[src/rtl/bju_pkg.sv]
package bju_pkg;
   localparam int OP_W = 5;

   typedef enum logic [2:0] {
      FK_SEQ,
      FK_BEQ,
      FK_BNE,
      FK_BLT,
      FK_BLE,
      FK_JAL
   } flow_kind_e;

   localparam logic [OP_W-1:0] OPC_BEQ = 5'b11000;
   localparam logic [OP_W-1:0] OPC_BNE = 5'b11001;
   localparam logic [OP_W-1:0] OPC_BLT = 5'b11010;
   localparam logic [OP_W-1:0] OPC_BLE = 5'b11011;
   localparam logic [OP_W-1:0] OPC_JAL = 5'b11100;
endpackage

[src/rtl/bju_decode.sv]
module bju_decode
   import bju_pkg::*;
(
   input  logic [OP_W-1:0] opcode_i,
   output flow_kind_e      kind_o
);
   always_comb begin
      case (opcode_i)
         OPC_BEQ: kind_o = FK_BEQ;
         OPC_BNE: kind_o = FK_BNE;
         OPC_BLT: kind_o = FK_BLT;
         OPC_BLE: kind_o = FK_BLE;
         OPC_JAL: kind_o = FK_JAL;
         default: kind_o = FK_SEQ;
      endcase
   end
endmodule

[src/rtl/bju_compare.sv]
module bju_compare #(
   parameter int W          = 32,
   parameter bit SIGNED_CMP = 1'b1
) (
   input  logic [W-1:0] lhs_i,
   input  logic [W-1:0] rhs_i,
   output logic         eq_o,
   output logic         lt_o
);
   if (W < 2) begin : g_bad_w
      $error("bju_compare: W must be at least 2");
   end

   assign eq_o = (lhs_i == rhs_i);

   if (SIGNED_CMP) begin : g_signed
      assign lt_o = ($signed(lhs_i) < $signed(rhs_i));
   end else begin : g_unsigned
      assign lt_o = (lhs_i < rhs_i);
   end
endmodule

[src/rtl/bju_target.sv]
module bju_target #(
   parameter int XLEN    = 32,
   parameter int IMM_W   = 17,
   parameter int SCALE_SH = 2,
   parameter int STEP    = 4
) (
   input  logic [XLEN-1:0]  pc_i,
   input  logic [IMM_W-1:0] imm_i,
   output logic [XLEN-1:0]  seq_pc_o,
   output logic [XLEN-1:0]  abs_tgt_o
);
   localparam int PAD_W = XLEN - IMM_W - SCALE_SH;

   if (PAD_W < 0) begin : g_bad_fit
      $error("bju_target: scaled immediate does not fit XLEN");
   end

   assign seq_pc_o = pc_i + XLEN'(STEP);

   if (PAD_W == 0) begin : g_nopad
      assign abs_tgt_o = {imm_i, {SCALE_SH{1'b0}}};
   end else begin : g_pad
      assign abs_tgt_o = {{PAD_W{1'b0}}, imm_i, {SCALE_SH{1'b0}}};
   end
endmodule

[src/rtl/bju_nextpc.sv]
module bju_nextpc
   import bju_pkg::*;
#(
   parameter int XLEN          = 32,
   parameter int RIDX_W        = 5,
   parameter int IMM_W         = 17,
   parameter int SCALE_SH      = 2,
   parameter int STEP          = 4,
   parameter bit SIGNED_CMP    = 1'b1,
   parameter bit HARDWIRED_ZERO = 1'b1
) (
   input  logic              clk,
   input  logic              rst_n,
   input  logic [XLEN-1:0]   pc_i,
   input  logic [XLEN-1:0]   instr_i,
   input  logic [XLEN-1:0]   opa_val_i,
   input  logic [XLEN-1:0]   opb_val_i,
   output logic [XLEN-1:0]   npc_o,
   output logic              taken_o,
   output logic              link_we_o,
   output logic [RIDX_W-1:0] link_idx_o,
   output logic [XLEN-1:0]   link_val_o
);
   localparam int OP_LSB = XLEN - OP_W;
   localparam int A_LSB  = OP_LSB - RIDX_W;
   localparam int B_LSB  = A_LSB - RIDX_W;

   if (B_LSB < IMM_W) begin : g_bad_fields
      $error("bju_nextpc: immediate overlaps register fields");
   end

   logic [OP_W-1:0]   opcode;
   logic [RIDX_W-1:0] a_idx, b_idx;
   logic [IMM_W-1:0]  imm;
   logic [XLEN-1:0]   a_eff, b_eff;
   logic [XLEN-1:0]   seq_pc, abs_tgt;
   logic              cmp_eq, cmp_lt;
   flow_kind_e        kind;

   assign opcode = instr_i[XLEN-1:OP_LSB];
   assign a_idx  = instr_i[OP_LSB-1:A_LSB];
   assign b_idx  = instr_i[A_LSB-1:B_LSB];
   assign imm    = instr_i[IMM_W-1:0];

   if (HARDWIRED_ZERO) begin : g_zero_reg
      assign a_eff = (a_idx == '0) ? '0 : opa_val_i;
      assign b_eff = (b_idx == '0) ? '0 : opb_val_i;
   end else begin : g_plain_reg
      assign a_eff = opa_val_i;
      assign b_eff = opb_val_i;
   end

   bju_decode u_dec (
      .opcode_i (opcode),
      .kind_o   (kind)
   );

   bju_compare #(.W(XLEN), .SIGNED_CMP(SIGNED_CMP)) u_cmp (
      .lhs_i (a_eff),
      .rhs_i (b_eff),
      .eq_o  (cmp_eq),
      .lt_o  (cmp_lt)
   );

   bju_target #(.XLEN(XLEN), .IMM_W(IMM_W), .SCALE_SH(SCALE_SH), .STEP(STEP)) u_tgt (
      .pc_i      (pc_i),
      .imm_i     (imm),
      .seq_pc_o  (seq_pc),
      .abs_tgt_o (abs_tgt)
   );

   logic            take_c, we_c;
   logic [XLEN-1:0] npc_c;

   always_comb begin
      case (kind)
         FK_BEQ:  take_c = cmp_eq;
         FK_BNE:  take_c = !cmp_eq;
         FK_BLT:  take_c = cmp_lt;
         FK_BLE:  take_c = cmp_lt || cmp_eq;
         FK_JAL:  take_c = 1'b1;
         default: take_c = 1'b0;
      endcase
      if (kind == FK_JAL)  npc_c = b_eff;
      else if (take_c)     npc_c = abs_tgt;
      else                 npc_c = seq_pc;
      we_c = (kind == FK_JAL) && (!HARDWIRED_ZERO || a_idx != '0);
   end

   always_ff @(posedge clk) begin
      if (!rst_n) begin
         npc_o      <= '0;
         taken_o    <= 1'b0;
         link_we_o  <= 1'b0;
         link_idx_o <= '0;
         link_val_o <= '0;
      end else begin
         npc_o      <= npc_c;
         taken_o    <= take_c;
         link_we_o  <= we_c;
         link_idx_o <= a_idx;
         link_val_o <= seq_pc;
      end
   end

   // marks that outputs reflect a sample taken out of reset
   logic started;
   always_ff @(posedge clk) begin
      if (!rst_n) started <= 1'b0;
      else        started <= 1'b1;
   end

   a_r5_fallthrough: assert property (@(posedge clk) disable iff (!rst_n)
      (started && !taken_o) |-> (npc_o == $past(pc_i) + XLEN'(STEP)));

   a_r6_link_value: assert property (@(posedge clk) disable iff (!rst_n)
      (started && link_we_o) |-> (link_val_o == $past(pc_i) + XLEN'(STEP) && taken_o));

   a_r7_no_zero_write: assert property (@(posedge clk) disable iff (!rst_n)
      (link_idx_o == '0) |-> !link_we_o);

   a_r8_quiet_rows: assert property (@(posedge clk) disable iff (!rst_n)
      (started && $past(instr_i[XLEN-1:XLEN-2]) != 2'b11) |-> (!taken_o && !link_we_o));

   a_r10_target_range: assert property (@(posedge clk) disable iff (!rst_n)
      (started && $past(instr_i[XLEN-1:XLEN-3]) == 3'b110 && taken_o)
         |-> (npc_o[SCALE_SH-1:0] == '0 && npc_o[XLEN-1:IMM_W+SCALE_SH] == '0));

   a_r9_one_cycle: assert property (@(posedge clk) disable iff (!rst_n)
      (started && $past(opcode) == OPC_JAL && $past(a_idx) != '0) |-> link_we_o);
endmodule

[config.mk]
export PLATFORM = sky130hd
export DESIGN_NAME = bju_nextpc
export DESIGN_NICKNAME = d
export VERILOG_FILES = /design/src/rtl/bju_pkg.sv /design/src/rtl/bju_decode.sv /design/src/rtl/bju_compare.sv /design/src/rtl/bju_target.sv /design/src/rtl/bju_nextpc.sv
export SDC_FILE = /design/constraint.sdc
export NUM_CORES = 1
export LEC_CHECK = 0
export BUFFER_PORTS_ARGS = -buffer_cell sky130_fd_sc_hd__buf_4
export CORE_MARGIN = 5
export CORE_UTILIZATION = 47
export DETAILED_ROUTE_END_ITERATION = 8
export PLACE_DENSITY = 0.78
export SLEW_MARGIN = 0
export SYNTH_ARGS = -nofsm -noshare
export SYNTH_HDL_FRONTEND = slang
export SYNTH_HIERARCHICAL = 1
export SYNTH_SLANG_ARGS = --single-unit
[constraint.sdc]
create_clock -name clk -period 7.95 [get_ports clk]
set_clock_uncertainty 0.15 [all_clocks]
set_input_delay 1.1925 -clock clk [delete_from_list [all_inputs] [get_ports clk]]
set_output_delay 1.1925 -clock clk [all_outputs]
set_load 0.01 [all_outputs]
; ---- Yosys cells after proc, flatten, opt, wreduce, memory -nomap -nowiden
; Index checks and enable logic that the tools add are counted.
[classes]
eq_ne = 11
mux = 6
reduce_logical = 6
add_sub_neg = 1
magnitude_cmp = 1
[op_table]
columns = cell, n
row1 = $mux 32, 4
row2 = $add 32x3->32 const B, 1
row3 = $eq 32x32->1, 1
row4 = $lt 32x32->1, 1
row5 = $eq 5x5->1 const B, 5
row6 = $pmux 3 s5, 1
row7 = $logic_not 5->1, 2
row8 = $eq 3x2->1 const B, 2
row9 = $eq 3x3->1 const B, 2
row10 = $pmux 1 s5, 1
row11 = $reduce_bool 5->1, 1
row12 = $eq 3x1->1 const B, 1
row13 = $logic_and 1x1->1, 1
row14 = $logic_not 1->1, 1
row15 = $logic_or 1x1->1, 1
[totals]
ff_bits = 71
wordCells = 30
inputBits = 130

; ---- Longest topological paths before layout
[logic_depth]
ltp_word = 7
depth_mapped = 16
ltp_nobuf = 14

; ---- Cells and area by module
; Netlist, hierarchy kept.
[modules_own_cells]
columns = module, seq_area_each_um2, n_inst, area_each_um2, cells_per_inst
row1 = bju_nextpc, 1421.4, 1, 3629.7, 348
row2 = bju_target, 0.0, 1, 824.5, 116
row3 = bju_compare, 0.0, 1, 820.8, 113
row4 = bju_decode, 0.0, 1, 50.0, 7

; ---- Worst setup path after synthesis
; OpenSTA, ideal clock, no wires.
[synth_timing]
path_type = input -> register
start = input port instr_i[22]
end = register npc_o[14]
setup_slack_ps = 3128
path_buffers = 2
path_stages = 15
required_ps = 7646
arrival_time_ps = 4518
cell_sequence = or4_1 -> nor2_1 -> clkbuf_1 -> and2b_1 -> ha_1 -> a21oi_2 -> nand2_1 -> a221o_1 -> o31a_1 -> o22ai_2 -> nand2_1 -> a21oi_4 -> buf_12 -> mux2i_1 -> a221oi_2
[synth_between]
elab_chain_len = 7
[synth_rtl]
columns = item, line
row1 = start: declaration, bju_nextpc.sv:15  ; input logic [XLEN-1:0] instr_i,
row2 = $logic_not 5->1 (*), bju_nextpc.sv:46  ; assign a_eff = (a_idx == '0) ? '0 : opa_val_i;
row3 = $mux 32 (*), bju_nextpc.sv:46
row4 = net a_eff[14], bju_nextpc.sv:35  ; logic [XLEN-1:0] a_eff, b_eff;
row5 = $lt 32x32->1 (*), bju_compare.sv:17  ; assign lt_o = ($signed(lhs_i) < $signed(rhs_i));
row6 = net cmp_lt, bju_nextpc.sv:37  ; logic cmp_eq, cmp_lt;
row7 = $logic_or 1x1->1, bju_nextpc.sv:80  ; FK_BLE: take_c = cmp_lt || cmp_eq;
row8 = $pmux 1 s5 (*), bju_nextpc.sv:76  ; case (kind)
row9 = $mux 32 (*), bju_nextpc.sv:85  ; else if (take_c) npc_c = abs_tgt;
row10 = $mux 32 (*), bju_nextpc.sv:84  ; if (kind == FK_JAL) npc_c = b_eff;
row11 = end signal: assignment, bju_nextpc.sv:98  ; npc_o <= npc_c;
row12 = end: declaration, bju_nextpc.sv:18  ; output logic [XLEN-1:0] npc_o,
; Mark *: on every way through the listed nets, which the timed path passes. The rest lies on a longest branch.
; A chain may end at the register's enable or synchronous reset.

; ---- Worst setup path in the final report
[layout_timing]
start = input port instr_i[22]
end = register npc_o[12]
; The elaborated chain is that of the path after synthesis.

==> impl_metrics.csv <==
group,metric,value,unit
outcome,status,"completed",
sta,post-route-min-period,6.07,ns
power,seqPwrFrac,36.6,%
run,cap_violations,0,
synthesis,synthCells,584,
clocking,ctsLongestPathBuffers,2,
sta,fin_crit_sh,76.3,%
power,p_comb_share,26.3,%
layout,multi_input_area,0.00343,sq mm
grt,antenna_found_initial,0,
synthesis,synth_warnings,6,
power,power.switching,293,uW
die,core-area,0.0110,sq mm
route,dr.pass1.iters,5,
route,vias_per_cell,5.30,
grt,grt_remaining_overflow,0,
layout,final_area,0.00700,sq mm
synthesis,yosysSeqAreaShare,26.7,%
layout,nFillCells,903,
setup_path,worstPathMaxFanout,27,
setup_path,crit_chain,"buf_4, or4_1, nor2_2, and2b_1, ha_1, nand4_2, nor3_1, a221oi_1, o2111ai_1, o22ai_2, nand2_1, a21oi_4, buf_4, mux2i_1, a221oi_2",
clocking,clockRootBuffer,"clkbuf_16",
layout,antennaDiodeCount,0,
die,fp.dieW,116,um
sta,report.final.setup_viol,0,
setup_path,crit_required,7.98,ns
route,drc,0,
grt,grt_pass1_wl,24.1,mm
sta,setup_tns,0,ns
setup_path,startpoint_type,"primary input",
die,initial_core_util,48.5,%
setup_path,crit_family,"simple AND/OR/NAND/NOR gates",
layout,final_common_cell,"buf_4",
setup_path,critPathKind,"in2reg",
synthesis,avgSynthCellArea,9.12,sq um
sta,tightest_slew,1.20,ns
die,rows,38,
synthesis,yosysUniqueCellTypes,50,
sta,max-slew-margin-rel,20.0,%
layout,nets,914,
synthesis,syn_area,0.00533,sq mm
clocking,cts_max_level,3,
placed_design,gp_congestion,0.932,
clocking,cts_resized,0,
grt,gr-usage-all-layers,22.6,%
synthesis,async_reset_ff_share,0,%
die,die-area,0.0136,sq mm
synthesis,ys_ff_latch,71,
route,wl,15.6,mm
grt,grt_max_degree,41,
setup_path,critical_path_arrival,6.10,ns
synthesis,ys.flop_type,"dfxtp_1",
route,drtIter0Drc,237,
power,pwr-share-clk,37.2,%
power,ir_drop,0.124,mV
clocking,cts_buffers,9,
placed_design,io_buffers,200,
setup_path,path_common_cell,"buf_4",
power,leakagePower,0.00334,uW
setup_path,cpMaxStageDelayCell,"a21oi_4",
layout,syn_to_final_growth,31.4,%
route,drtAntennaViolNets,0,
sta,slew_violations,0,
sta,max_freq,0.165,GHz
route,routedWlPerCell,17.4,um
clocking,cts.sinks,71,
clocking,cts_tree,"done",
power,switching_share,27.4,%
grt,grt_pass1_vias,4887,
synthesis,synth_edf_count,0,
clocking,cts-hold-fix-buffers,0,
placed_design,placed_area,0.00670,sq mm
clocking,post-cts-setup-buffers,0,
sta,hold_viol_final,0,
clocking,clkTransAtPathRegs,0.05,ns
setup_path,cpPeakStageDelay,0.80,ns
route,route.vias.total,4750,
sta,rsz0062_at_grt,"no",
layout,final_cell_mix,"buf_4 (205), dfxtp_1 (71), mux2i_1 (64)",
power,power_density,153,mW/mm^2
placed_design,hpwl,12.8,mm
setup_path,crit_buf_inv,2,
min_path,hold_path_class,"in2reg",
setup_path,worstSetupEndpointType,"flip-flop",
layout,register_area,0.00142,sq mm
die,die_h,116,um
power,power.internal,775,uW
die,ioPinCount,201,
layout,drive_above_1_share,35.4,%
-- worst paths after layout --
path | start | to | cells past startpoint
min | instr_i[22] | link_idx_o[0] | 2
max | instr_i[22] | npc_o[12] | 15
-- sequential cells by signal, summed over array words and instances, names as in the netlist --
signal and cells:
link_idx_o 5, link_val_o 32, link_we_o 1, npc_o 32, taken_o 1
-- per-layer routing --
layer / GRT usage [%] / part of all wire, % / vias to the layer above
met5: 0 / 0 / -
li1: - / - / 2339
met4: 6.50 / 1.3 / 0
met1: 29.1 / 42 / 2219
met2: 38.9 / 50 / 177
met3: 3.89 / 6.9 / 15
-- kinds of logic (layout without fill, tap and decap cells) --
kind of cell	Yosys count	in the layout	synth area share, %
AO/OA/AOI/OAI	97	97	16.0
XOR/XNOR	29	29	4.77
adder cells (fa/ha/maj)	33	33	7.75
buffers and inverters	98	256	10.3
flip-flops	71	71	26.7
multiplexers	64	64	12.0
other	1	15	0.0704
AND/OR/NAND/NOR	191	191	22.3
-- power groups by stage --
stage                     Clock (uW)  Combinational [uW]  Sequential (uW)
after floorplan                    0                 149              410
after global placement             0                 268              398
after detailed placement           0                 279              399
after CTS                        403                 280              391
after global routing             423                 306              393
final                            397                 280              390
-- area by class of cell --
cell class	instances	area share, %
clock buffers	11	3.47
clock inverters	5	0.822
inverters	35	1.88
multi-input cells	429	49.0
flip-flops and latches	71	20.3
well taps	140	2.50
repair buffers	205	22.0
-- synthesized netlist by cell type, drive strengths merged (2+ instances only) --
| cell type | count | area share, % |
|---|---|---|
| and3 | 2 | 0.23 |
| nor4 | 5 | 1.3 |
| nor3 | 7 | 0.66 |
| a211oi | 2 | 0.28 |
| or2 | 3 | 0.40 |
| nand4 | 17 | 2.2 |
| nor2b | 36 | 4.2 |
| xor2 | 7 | 1.2 |
| and4 | 2 | 0.35 |
| nand3 | 13 | 1.3 |
| and2b | 29 | 4.1 |
| a21oi | 49 | 5.0 |
| or4 | 2 | 0.28 |
| clkbuf | 21 | 1.5 |
| inv | 35 | 2.5 |
| nor2 | 15 | 1.1 |
| xnor2 | 22 | 3.6 |
| a221oi | 33 | 8.8 |
| o21a | 2 | 0.28 |
| and2 | 38 | 4.5 |
| o21ai | 3 | 0.28 |
| dfxtp | 71 | 27 |
| a21o | 2 | 0.28 |
| mux2i | 64 | 12 |
| ha | 33 | 7.8 |
| nand2 | 20 | 1.4 |
| buf | 42 | 6.4 |
-- stage by stage --
| step | worst slack (ns) | power (uW) | hold slack [ns] | util [%] | std cells |
|---|---|---|---|---|---|
| 5_1_grt | 1.56 | 1120 | 0.915 | 63.7 | 896 |
| 2_1_floorplan | 3.13 | 559 | 1.16 | - | 598 |
| 4_1_cts | 1.91 | 1070 | 0.914 | 63.7 | 896 |
| 3_3_place_gp | 1.67 | 666 | 1.26 | 61.0 | 880 |
| 6_report | 1.88 | 1070 | 0.923 | 63.7 | 896 |
| 3_5_place_dp | 1.55 | 677 | 1.26 | 61.0 | 880 |
(Power assumes the default switching activity.)
